File: src/rtl/rns_pkg.sv
`timescale 1ns/1ps
package rns_pkg;

   localparam int NCH = 4;
   // index 0 is the most significant field of the packed word
   localparam int MODS [NCH] = '{8, 7, 5, 3};

   typedef enum logic [1:0] {
      OP_ADD = 2'b00,
      OP_SUB = 2'b01,
      OP_MUL = 2'b10,
      OP_NEG = 2'b11
   } rns_op_e;

   function automatic int dig_w(input int m);
      return (m <= 2) ? 1 : $clog2(m);
   endfunction

   function automatic int dig_lsb(input int idx);
      int s;
      s = 0;
      for (int j = idx + 1; j < NCH; j++) s += dig_w(MODS[j]);
      return s;
   endfunction

   function automatic int word_w();
      int s;
      s = 0;
      for (int j = 0; j < NCH; j++) s += dig_w(MODS[j]);
      return s;
   endfunction

   localparam int WORD_W = word_w();

   function automatic int gcd(input int x, input int y);
      int p, q, t;
      p = x;
      q = y;
      while (q != 0) begin
         t = p % q;
         p = q;
         q = t;
      end
      return p;
   endfunction

   // every digit of w lies below its modulus
   function automatic logic word_ok(input logic [WORD_W-1:0] w);
      logic ok;
      int   d;
      ok = 1'b1;
      for (int j = 0; j < NCH; j++) begin
         d = int'((w >> dig_lsb(j)) & ((1 << dig_w(MODS[j])) - 1));
         if (d >= MODS[j]) ok = 1'b0;
      end
      return ok;
   endfunction

endpackage

File: src/rtl/rns_mod_add.sv
`timescale 1ns/1ps
module rns_mod_add #(
   parameter  int M = 7,
   localparam int W = (M <= 2) ? 1 : $clog2(M)
) (
   input  logic [W-1:0] a,
   input  logic [W-1:0] b,
   output logic [W-1:0] s
);
   localparam bit POW2 = ((1 << W) == M);

   generate
      if (POW2) begin : g_wrap
         // power-of-two modulus: natural truncation is the reduction
         assign s = a + b;
      end else begin : g_fold
         logic [W:0] raw;
         assign raw = {1'b0, a} + {1'b0, b};
         assign s   = (raw >= (W+1)'(M)) ? W'(raw - (W+1)'(M)) : raw[W-1:0];
      end
   endgenerate
endmodule

File: src/rtl/rns_chan.sv
`timescale 1ns/1ps
module rns_chan
   import rns_pkg::*;
#(
   parameter  int M = 7,
   localparam int W = (M <= 2) ? 1 : $clog2(M)
) (
   input  rns_op_e      op,
   input  logic [W-1:0] a,
   input  logic [W-1:0] b,
   output logic [W-1:0] r
);
   localparam bit POW2 = ((1 << W) == M);

   logic [W-1:0]   neg_a, neg_b, addend, sum, mul_r;
   logic [2*W-1:0] prod;

   assign prod = {{W{1'b0}}, a} * {{W{1'b0}}, b};

   generate
      if (POW2) begin : g_p2
         assign neg_a = W'(0) - a;
         assign neg_b = W'(0) - b;
         assign mul_r = prod[W-1:0];
      end else begin : g_gen
         assign neg_a = (a == '0) ? '0 : W'(M) - a;
         assign neg_b = (b == '0) ? '0 : W'(M) - b;
         assign mul_r = W'(prod % (2*W)'(M));
      end
   endgenerate

   assign addend = (op == OP_SUB) ? neg_b : b;

   rns_mod_add #(.M(M)) u_add (
      .a (a),
      .b (addend),
      .s (sum)
   );

   always_comb begin
      unique case (op)
         OP_ADD, OP_SUB: r = sum;
         OP_MUL:         r = mul_r;
         default:        r = neg_a;
      endcase
   end

   // in-range digits produce an in-range digit
   always_comb begin
      if ((int'(a) < M) && (int'(b) < M))
         a_r10_digit_range : assert (int'(r) < M)
            else $error("digit out of range for modulus %0d", M);
   end
endmodule

File: src/rtl/rns_alu.sv
`timescale 1ns/1ps
module rns_alu
   import rns_pkg::*;
(
   input  logic                  clk,
   input  logic                  rst_n,
   input  logic                  in_valid,
   input  logic [1:0]            op,
   input  logic [WORD_W-1:0]     opa,
   input  logic [WORD_W-1:0]     opb,
   output logic                  out_valid,
   output logic [WORD_W-1:0]     result
);
   logic [WORD_W-1:0] nxt;
   rns_op_e           op_e;

   assign op_e = rns_op_e'(op);

   generate
      for (genvar i = 0; i < NCH; i++) begin : g_ch
         localparam int CM = MODS[i];
         localparam int CW = dig_w(CM);
         localparam int CL = dig_lsb(i);

         if (CM < 2) begin : g_bad_mod
            $error("modulus %0d below 2", CM);
         end
         for (genvar j = i + 1; j < NCH; j++) begin : g_cop
            if (gcd(CM, MODS[j]) != 1) begin : g_bad_pair
               $error("moduli %0d and %0d share a factor", CM, MODS[j]);
            end
         end

         rns_chan #(.M(CM)) u_ch (
            .op (op_e),
            .a  (opa[CL +: CW]),
            .b  (opb[CL +: CW]),
            .r  (nxt[CL +: CW])
         );
      end
   endgenerate

   always_ff @(posedge clk) begin
      if (!rst_n) begin
         out_valid <= 1'b0;
         result    <= '0;
      end else begin
         out_valid <= in_valid;
         if (in_valid) result <= nxt;
      end
   end

   // strobe follows the input strobe by one cycle
   a_r7_valid_on : assert property (@(posedge clk) disable iff (!rst_n)
      in_valid |=> out_valid);
   a_r7_valid_off : assert property (@(posedge clk) disable iff (!rst_n)
      !in_valid |=> !out_valid);

   // no update without a strobe
   a_r8_hold : assert property (@(posedge clk) disable iff (!rst_n)
      !in_valid |=> $stable(result));

   // adding zero returns A
   a_r3_add_zero : assert property (@(posedge clk) disable iff (!rst_n)
      (in_valid && op == 2'b00 && opb == '0 && word_ok(opa)) |=> result == $past(opa));

   // A minus A is zero
   a_r4_sub_self : assert property (@(posedge clk) disable iff (!rst_n)
      (in_valid && op == 2'b01 && opa == opb && word_ok(opa)) |=> result == '0);

   // multiply by zero is zero
   a_r5_mul_zero : assert property (@(posedge clk) disable iff (!rst_n)
      (in_valid && op == 2'b10 && opb == '0 && word_ok(opa)) |=> result == '0);

   // negating zero is zero
   a_r6_neg_zero : assert property (@(posedge clk) disable iff (!rst_n)
      (in_valid && op == 2'b11 && opa == '0) |=> result == '0);

   // range preserved at the output register
   a_r10_word_range : assert property (@(posedge clk) disable iff (!rst_n)
      (in_valid && word_ok(opa) && word_ok(opb)) |=> word_ok(result));
endmodule

File: config.mk
export PLATFORM = sky130hd
export DESIGN_NAME = rns_alu
export DESIGN_NICKNAME = d
export VERILOG_FILES = /design/src/rtl/rns_pkg.sv /design/src/rtl/rns_mod_add.sv /design/src/rtl/rns_chan.sv /design/src/rtl/rns_alu.sv
export SDC_FILE = /design/constraint.sdc
export NUM_CORES = 1
export LEC_CHECK = 0
export BUFFER_PORTS_ARGS = -buffer_cell sky130_fd_sc_hd__buf_2
export CAP_MARGIN = 40
export CORE_MARGIN = 1.5
export CORE_UTILIZATION = 64
export CTS_CLUSTER_DIAMETER = 60
export DETAILED_ROUTE_END_ITERATION = 12
export HOLD_SLACK_MARGIN = 0.06
export PLACE_DENSITY = 0.88
export RECOVER_POWER = 50
export SYNTH_ARGS = -nofsm -noshare
export SYNTH_HDL_FRONTEND = slang
export SYNTH_SLANG_ARGS = --single-unit
File: constraint.sdc
create_clock -name clk -period 21.1 [get_ports clk]
set_input_delay 6.33 -clock clk [delete_from_list [all_inputs] [get_ports clk]]
set_output_delay 6.33 -clock clk [all_outputs]
set_load 0.02 [all_outputs]
## After elaboration in Yosys (flattened, before gate mapping)

Index checks and enable logic that the tools add are counted.

| storage, ports and cells | value |
|---|---|
| register bits after elaboration | 12 |
| output and inout bits | 12 |
| logic and storage cells | 54 |

| operators by class | value |
|---|---|
| $add $sub $neg | 15 |
| $mul | 4 |
| divide/modulo/power cells | 3 |
| magnitude comparators | 3 |
| equal/unequal tests | 2 |
| mux-type cells | 17 |
| reduce and logical (&&, ||, !) cells | 8 |

Operators with widths:

| operator | number |
|---|---|
| two-way mux 3 bit | 9 |
| case mux 3 bit (2 select lines) | 3 |
| zero test 3 bit | 4 |
| remainder unit 6 x 3 -> 6 bit (second input constant) | 2 |
| multiplier 3 x 3 -> 6 bit | 2 |
| subtractor 3 bit (first input constant) | 4 |
| adder 3 x 3 -> 4 bit | 2 |
| greater-or-equal comparator 4 x 3 -> 1 bit (second input constant) | 2 |
| two-way mux 2 bit | 4 |
| zero test 2 bit | 3 |
| subtractor 1 x 3 -> 3 bit (first input constant) | 2 |
| subtractor 3 bit (second input constant) | 2 |
| remainder unit 4 x 2 -> 4 bit (second input constant) | 1 |
| multiplier 2 x 2 -> 4 bit | 1 |
| case mux 2 bit (2 select lines) | 1 |
| subtractor 2 bit (first input constant) | 2 |
| adder 2 x 2 -> 3 bit | 1 |
| adder 3 bit | 1 |
| greater-or-equal comparator 3 x 2 -> 1 bit (second input constant) | 1 |
| multiplier 3 x 3 -> 3 bit | 1 |
| equality test 2 x 1 -> 1 bit (second input constant) | 1 |
| equality test 2 bit (second input constant) | 1 |
| OR reduction 2 bit | 1 |
| subtractor 2 bit (second input constant) | 1 |

## Longest topological paths before layout

Gate-level depths: netlist of run 1.

| depth | value |
|---|---|
| depth after elaboration | 7 |
| depth in mapped cells | 24 |

## By module

Synthesis of run 1 repeated with hierarchy kept, for this count alone.

| second synthesis, totals | value |
|---|---|
| cell total of the unflattened synthesis | 389 |
| area, all modules | 3,051.7 um2 |

Modules (own cells, without submodules):

| module | instances | cells an instance | area an instance (um2) | sequential area each (um2) |
|---|---|---|---|---|
| rns_chan at g_ch[1].u_ch | 1 | 120 | 853.3 | 0.0 |
| rns_chan at g_ch[2].u_ch | 1 | 116 | 799.5 | 0.0 |
| rns_alu | 1 | 37 | 441.7 | 240.2 |
| rns_chan at g_ch[3].u_ch | 1 | 35 | 264.0 | 0.0 |
| rns_chan at g_ch[0].u_ch | 1 | 30 | 211.5 | 0.0 |
| rns_mod_add at g_ch[2].u_ch.u_add | 1 | 18 | 167.7 | 0.0 |
| rns_mod_add at g_ch[1].u_ch.u_add | 1 | 19 | 165.2 | 0.0 |
| rns_mod_add at g_ch[3].u_ch.u_add | 1 | 11 | 92.6 | 0.0 |
| rns_mod_add at g_ch[0].u_ch.u_add | 1 | 3 | 56.3 | 0.0 |

## Worst setup path after synthesis of run 1

Ideal clock, no wire load.

| path | value |
|---|---|
| path kind | in2reg |
| start | input opb[7] |
| end | register result[5] |
| library setup time | 0.120 ns |
| arrival | 10.880 ns |
| data required time | 20.980 ns |
| setup slack | 10.100 ns |
| cell stages on the path | 24 |
| buffers on the path | 0 |
| path through | nand2_1 fa_1 inv_1 ha_1 fa_1 xnor2_1 inv_1 ha_1 o31ai_1 a41oi_1 a21oi_1 o221a_2 ha_1 nor2_1 a2111oi_0 a31o_1 o31ai_2 xnor2_1 ha_1 nand2_1 mux2_4 o211ai_2 and4_1 a211o_1 |

| on the way | value |
|---|---|
| word-level cells in the longest chain between the ends | 7 |

Ends and longest elaborated chain:

| what | RTL line | source |
|---|---|---|
| start: declaration | rns_alu.sv:10 | `input logic [WORD_W-1:0] opb,` |
| branches (longest 6 deep; another with multiplier 3 x 3 -> 6 bit) | - |  |
| case mux 3 bit (2 select lines) (*) | rns_chan.sv:41 | `unique case (op)` |
| end signal: assignment | rns_alu.sv:49 | `if (in_valid) result <= nxt;` |
| end: declaration | rns_alu.sv:12 | `output logic [WORD_W-1:0] result` |

Every way passes the cells marked *.
A chain may end at the register's enable or synchronous reset.

## Worst setup path after layout of run 1

| path | value |
|---|---|
| start | input opa[5] |
| end | register result[5] |

| on the way | value |
|---|---|
| word-level cells in the longest chain between the ends | 4 |

Ends and longest elaborated chain:

| what | RTL line | source |
|---|---|---|
| start: declaration | rns_alu.sv:9 | `input logic [WORD_W-1:0] opa,` |
| branches (longest 3 deep; another with multiplier 3 x 3 -> 6 bit) | - |  |
| case mux 3 bit (2 select lines) (*) | rns_chan.sv:41 |  |

Marked as above.

==> results of run 1 <==
-- routing by layer --
layer  vias to the layer above  track usage (%)
met4                         0             8.00
li1                       1396                -
met3                        11             3.08
met1                      1362             39.4
met5                         -                0
met2                       105             53.2
-- layout by cell type (no fill, tap or decap), types with 5 or more instances in the layout --
| master | Yosys | final |
|---|---|---|
| xor2_1 | 6 | 6 |
| inv_1 | 26 | 26 |
| clkbuf_1 | 12 | 11 |
| fa_1 | 9 | 9 |
| o221ai_1 | 5 | 5 |
| nand2b_1 | 6 | 6 |
| o211ai_1 | 6 | 6 |
| ha_1 | 35 | 35 |
| nor3b_1 | 5 | 5 |
| buf_2 | 1 | 27 |
| dfxtp_1 | 12 | 12 |
| nor3_1 | 6 | 6 |
| nor2b_1 | 7 | 7 |
| a21o_1 | 9 | 9 |
| nand2_1 | 35 | 35 |
| mux2i_1 | 9 | 9 |
| o21ai_0 | 28 | 28 |
| and2_1 | 19 | 19 |
| nor2_1 | 23 | 23 |
| nand3_1 | 8 | 8 |
| a21oi_1 | 21 | 21 |
| xnor2_1 | 13 | 13 |
-- worst max-delay path, delay by kind of cell --
family          cells  cell delay, ns
mux                 1            0.14
xor+xnor            2            0.45
compound gates      9            1.89
simple gates        4            0.51
buf+inv             3            0.31
fa+ha+maj           6            2.02
-- worst paths after layout --
kind	startpoint	end	slack, ns	depth (start not counted)
max reg2reg	result[5]	result[5]	20.04	3
min reg2reg	result[0]	result[0]	0.51	2
min	result[0]	result[0]	0.51	2
max	opa[5]	result[5]	9.58	25
-- layout make-up --
| cell class | instances | area, um2 |
|---|---|---|
| inverters | 26 | 97.6 |
| clock buffers | 3 | 41.3 |
| multi-input cells | 315 | 2350 |
| fillers | 339 | 1080 |
| flip-flops and latches | 12 | 240 |
| well taps | 50 | 62.6 |
| repair buffers | 39 | 184 |
-- flip-flops by register name, indices dropped and copies added (netlist names) --
name,cells
out_valid,1
result,11
-- metrics by stage --
stage	total power [mW]	worst slack [ns]	instances
6_report	0.153	9.58	445
5_1_grt	0.166	9.22	445
4_1_cts	0.152	9.63	445
3_5_place_dp	0.130	9.40	442
3_3_place_gp	0.126	9.55	442
2_1_floorplan	0.106	10.10	368
-- power by group --
group	internal (mW)	switching, mW	leakage [nW]
clock	0.0126	0.00892	0.0216
sequential	0.0254	0.00135	0.0995
combinational	0.0434	0.0610	1.25
-- logic make-up after synthesis --
kind of cell / after synthesis / synth area share [%]
buffers and inverters: 41 / 5.91
XOR/XNOR: 19 / 6.04
adder cells (fa/ha/maj): 44 / 22.4
flip-flops: 12 / 8.72
multiplexers: 13 / 5.04
AO/OA/AOI/OAI: 110 / 27.5
AND/OR/NAND/NOR: 129 / 24.3
==> flow_metrics.tcl, run 1 <==
set metrics [dict create \
    status "finished clean" \
    routed_wl_mm 6.83 \
    rsz0062_at_grt "no" \
    vias 2874 \
    timing.fmax_ghz 0.0868 \
    min_path_type "reg -> reg" \
    worstPathArrival_ns 11.66 \
    synthDominantCellAreaShare_pct 15.9 \
    fp.dieArea_um2 4710 \
    drv_cap 0 \
    drt_iter0_drc 184 \
    synth.distinct_cells 64 \
    rows 23 \
    post_cts.repair.setup_buffers 0 \
    numCtsBuffers 3 \
    clockBufferDepth 2 \
    die_h_um 68.6 \
    drive_gt1_share_pct 11.4 \
    synth_edf_count 0 \
    die_w_um 68.6 \
    wl_met3_um 390 \
    maxSlewViolCount 0 \
    grt_usage_pct 30.3 \
    tns_ns 0 \
    yosys.area.top_type "ha_1" \
    async_flop_share_pct 0 \
    placed_area_um2 2950 \
    fin_nets 468 \
    cp_max_fo 8 \
    wirelength_met1_mm 3.05 \
    ys_warn_count 0 \
    root_buffer "clkbuf_8" \
    grt_pass1_vias 2602 \
    powerDensity_nw_per_um2 51.3 \
    drc 0 \
    path_class "in -> reg" \
    dp_hpwl_mm 5.31 \
    vdd_drop_max_mv 0.0350 \
    p_leak_nw 1.37 \
    htree_levels 1 \
    synth_area_leaders "ha_1 (16%), dfxtp_1 (8.7%), fa_1 (6.5%)" \
    cp-end-kind "register" \
    synthFlopType "dfxtp_1" \
    finish.instance_area_um2 2980 \
    routedWlPerCell_um 15.3 \
    syn-instance-count 368 \
    fin_crit_sh_pct 54.6 \
    hold_buffers 0 \
    grt_overflow_total 0 \
    clk_pin_slew_ns 0.06 \
    dr.pass1.iters 4 \
    antenna_left 0 \
    ys_seq_area_share_pct 8.72 \
    max-slew-margin-rel_pct 33.2 \
    avgSynthCellArea_um2 7.48 \
    slowest_delay_ns 0.54 \
    utilization_pct 73.4 \
    ys_seq_elements 12 \
    area_growth_pct 8.09 \
    syn_area_um2 2750 \
    grt_pass1_wl_mm 11.1 \
    required_ns 21.24 \
    tightest_slew_ns 1.00 \
    worst_clock_skew_ns 0 \
    antenna_found_initial 0 \
    via_per_inst 6.46 \
    period_minus_slack_ns 11.52 \
    yosys-top-cells-count "ha_1 (35), nand2_1 (35), o21ai_0 (28)" \
    diodes 0 \
    maxUsedRoutingLayer "met4" \
    wl_met2_mm 3.31 \
    ioPinCount 39 \
    grt_max_degree 23 \
    clock_latency_ns 0.24 \
    port_buffers 38 \
    cp_slowest_cell "fa_1" \
    cts_resized 0 \
    cts_tree "yes" \
    initial_core_util_pct 67.9 \
    cp_common_cell "ha_1" \
    critPathLaunchType "input pin" \
    hold_slack_ns 0.506 \
    hold_viol 0 \
    gp_congestion 0.944 \
    core_um2 4060 \
    syn_nets 439 \
    cts.sinks 12 \
    setup_viol 0 \
]
No activity file was read; power rests on OpenSTA's default activity.
==> run 2: changes to the inputs <==
--- a/config.mk
+++ b/config.mk
@@ -5,14 +5,15 @@
 export SDC_FILE = /design/constraint.sdc
 export NUM_CORES = 1
 export LEC_CHECK = 0
+export ABC_AREA = 1
 export BUFFER_PORTS_ARGS = -buffer_cell sky130_fd_sc_hd__buf_2
 export CAP_MARGIN = 40
 export CORE_MARGIN = 1.5
-export CORE_UTILIZATION = 64
+export CORE_UTILIZATION = 53
 export CTS_CLUSTER_DIAMETER = 60
 export DETAILED_ROUTE_END_ITERATION = 12
 export HOLD_SLACK_MARGIN = 0.06
-export PLACE_DENSITY = 0.88
+export PLACE_DENSITY = 0.78
 export RECOVER_POWER = 50
 export SYNTH_ARGS = -nofsm -noshare
 export SYNTH_HDL_FRONTEND = slang
==> constraint.sdc (replaced) <==
create_clock -name clk -period 9.97 [get_ports clk]
set_input_delay 2.991 -clock clk [delete_from_list [all_inputs] [get_ports clk]]
set_output_delay 2.991 -clock clk [all_outputs]
set_load 0.02 [all_outputs]
==> run 2 against run 1 <==
Register-to-register slack lost 11 ns. Sequential power is 110% higher. Routed wire length down 10%. Global-route usage fell by 7.0 points. Sequential cell count unchanged. Clock power grew to 2.6 times the previous value. Core utilization shrank 11 points. Combinational power up 94%. Die area grew 17%. Clock-buffer cell count increased by 1. Critical path type unchanged.
==> flow_metrics.tcl, run 2 <==
set metrics [dict create \
    status "finished clean" \
    cp_slowest_cell "fa_1" \
    ys_warn_count 0 \
    vdd_drop_max_mv 0.0712 \
    max-slew-margin-rel_pct 52.8 \
    avgSynthCellArea_um2 6.51 \
    dp_hpwl_mm 5.00 \
    slowest_delay_ns 0.53 \
    timing.fmax_ghz 0.149 \
    critPathLaunchType "input pin" \
    comb_power_share_pct 64.7 \
    worstPathArrival_ns 6.88 \
    clockBufferDepth 2 \
    fin_crit_sh_pct 67.1 \
    yosys-top-cells-count "nand2_1 (83), inv_1 (80), ha_1 (35)" \
    ys_seq_elements 12 \
    required_ns 10.16 \
    fin_nets 522 \
    min_path_type "reg -> reg" \
    port_buffers 38 \
    routed_wl_mm 6.12 \
    syn-instance-count 412 \
    synth_edf_count 0 \
    routedWlPerCell_um 11.8 \
    die_h_um 74.1 \
    powerDensity_nw_per_um2 105 \
    worst_clock_skew_ns 0 \
    largest_reg_flops 11 \
    gp_congestion 0.980 \
    internal_power_mw 0.162 \
    crit_cells 28 \
    clk_pin_slew_ns 0.06 \
    drt_iter0_drc 105 \
    drc 0 \
    power_switching_mw 0.150 \
    instances_no_fill 517 \
    grt_usage_pct 23.4 \
    htree_levels 1 \
    antenna_found_initial 0 \
    cts.sinks 12 \
    die_w_um 74.1 \
    root_buffer "clkbuf_8" \
    cts_resized 0 \
    final_common_cell "nand2_1" \
    synth.distinct_cells 43 \
    clock_latency_ns 0.25 \
    syn_nets 483 \
    core_um2 4790 \
    synthDominantCellAreaShare_pct 16.3 \
    max_flop_register "result" \
    ioPinCount 39 \
    hold_buffers 0 \
    diodes 0 \
    ff2ff_path_depth 2 \
    path_class "in -> reg" \
    syn_area_um2 2680 \
    cp-end-kind "register" \
    setup_viol 0 \
    tightest_slew_ns 0.709 \
    cts_tree "yes" \
    numCtsBuffers 3 \
    via_per_inst 5.20 \
    drv_cap 0 \
    r2r-end "result[3]" \
    yosys.area.top_type "ha_1" \
    p_clk_share_pct 17.7 \
    cp_top_family "adder cells" \
    synthFlopType "dfxtp_1" \
    initial_core_util_pct 56.0 \
    async_flop_share_pct 0 \
    crit_end "result[5]" \
    mostFrequentLayoutCells "nand2_1 (83), inv_1 (80), ha_1 (35)" \
    cp_max_fo 7 \
    drive_gt1_share_pct 17.1 \
    fp.dieArea_um2 5490 \
    cp-startpoint "opa[5]" \
    antenna_left 0 \
    grt_max_degree 19 \
    swShare_pct 48.2 \
    dr.pass1.iters 4 \
    area_growth_pct 11.2 \
    cp_num_buf_inv 5 \
    synth_area_leaders "ha_1 (16%), nand2_1 (12%), inv_1 (11%)" \
    grt_pass1_wl_mm 10.3 \
    top_regs "result x11, out_valid x1" \
    rsz0062_at_grt "no" \
    grt_pass1_vias 2413 \
    dp_cells 513 \
    r2r-start "result[3]" \
    ys_seq_area_share_pct 8.96 \
    hold_viol 0 \
    post_cts.repair.setup_buffers 0 \
    period_minus_slack_ns 6.69 \
    p_leak_nw 1.68 \
    maxSlewViolCount 0 \
    cp_common_cell "nand2_1" \
    synthMostInstantiatedCell "nand2_1" \
    rows 25 \
    grt_overflow_total 0 \
    vias 2687 \
    r2r_setup_slack_ns 9.26 \
    tns_ns 0 \
    pwr-share-seq_pct 17.7 \
]
-- run 2: changes by cell type after synthesis, sizes merged, moves of 5 or more --
cell	previous run	this run
nand4	1	6
inv	26	83
nand2	35	98
o211ai	7	2
xnor2	13	8
clkbuf	12	3
a21o	9	1
nand3	8	44
nand2b	6	0
nor2b	7	0
mux2i	9	0
and2	20	3
nor3b	5	0
-- run 2: how the worst min path moves through the flow --
stage / end / slack, ns / cells past startpoint / from
final: result[5] / 0.53 / 2 / result[5]
after floorplan: result[0] / 0.59 / 2 / result[0]
after detailed placement: result[5] / 0.51 / 2 / result[5]
after global routing: result[10] / 0.55 / 2 / result[10]
after CTS: result[5] / 0.53 / 2 / result[5]
after global placement: result[1] / 0.51 / 2 / result[1]
-- run 2: kinds of logic (layout without fill, tap and decap cells) --
family / Yosys count / in the layout / synth area share, %
AND/OR/NAND/NOR: 185 / 185 / 35.9
buffers and inverters: 88 / 126 / 12.4
AO/OA/AOI/OAI: 73 / 73 / 16.1
adder cells (fa/ha/maj): 44 / 44 / 23.1
flip-flops: 12 / 12 / 8.96
XOR/XNOR: 10 / 10 / 3.55
-- run 2: layout make-up --
| type | count | area (um2) |
|---|---|---|
| clock buffer | 4 | 55.1 |
| tap | 67 | 83.8 |
| fill | 478 | 1810 |
| inverter | 84 | 317 |
| sequential | 12 | 240 |
| multi-input combinational | 312 | 2110 |
| timing repair buffer | 38 | 175 |
-- run 2: power groups by stage --
| stage | Sequential (mW) | Combinational, mW | Clock, mW |
|---|---|---|---|
| floorplan | 0.0615 | 0.150 | 0 |
| global placement | 0.0559 | 0.193 | 0 |
| detailed placement | 0.0560 | 0.200 | 0 |
| CTS | 0.0550 | 0.202 | 0.0553 |
| global route | 0.0556 | 0.229 | 0.0573 |
| finish | 0.0551 | 0.202 | 0.0551 |
-- run 2: per-layer routing --
layer | share of wire [%] | global-route usage (%)
met3 | 2.9 | 2.03
met5 | 0 | 0
met1 | 48 | 30.8
met4 | 0.59 | 2.47
met2 | 49 | 42.6
-- run 2: stage by stage --
stage	cell area (um2)	setup WS, ns	hold slack, ns	power, mW	util [%]
after detailed placement	2940	3.06	0.512	0.256	61.4
after global placement	2940	3.24	0.506	0.249	61.4
after floorplan	2680	3.55	0.592	0.212	-
after global routing	2980	2.95	0.551	0.342	62.2
after CTS	2990	3.29	0.527	0.313	62.6
final	2980	3.28	0.529	0.312	62.2
-- run 2: worst register-to-register path: stages (launching register included) --
cell and delay [ns]:
dfxtp_1 0.32, o21ai_0 0.23, a21oi_2 0.05
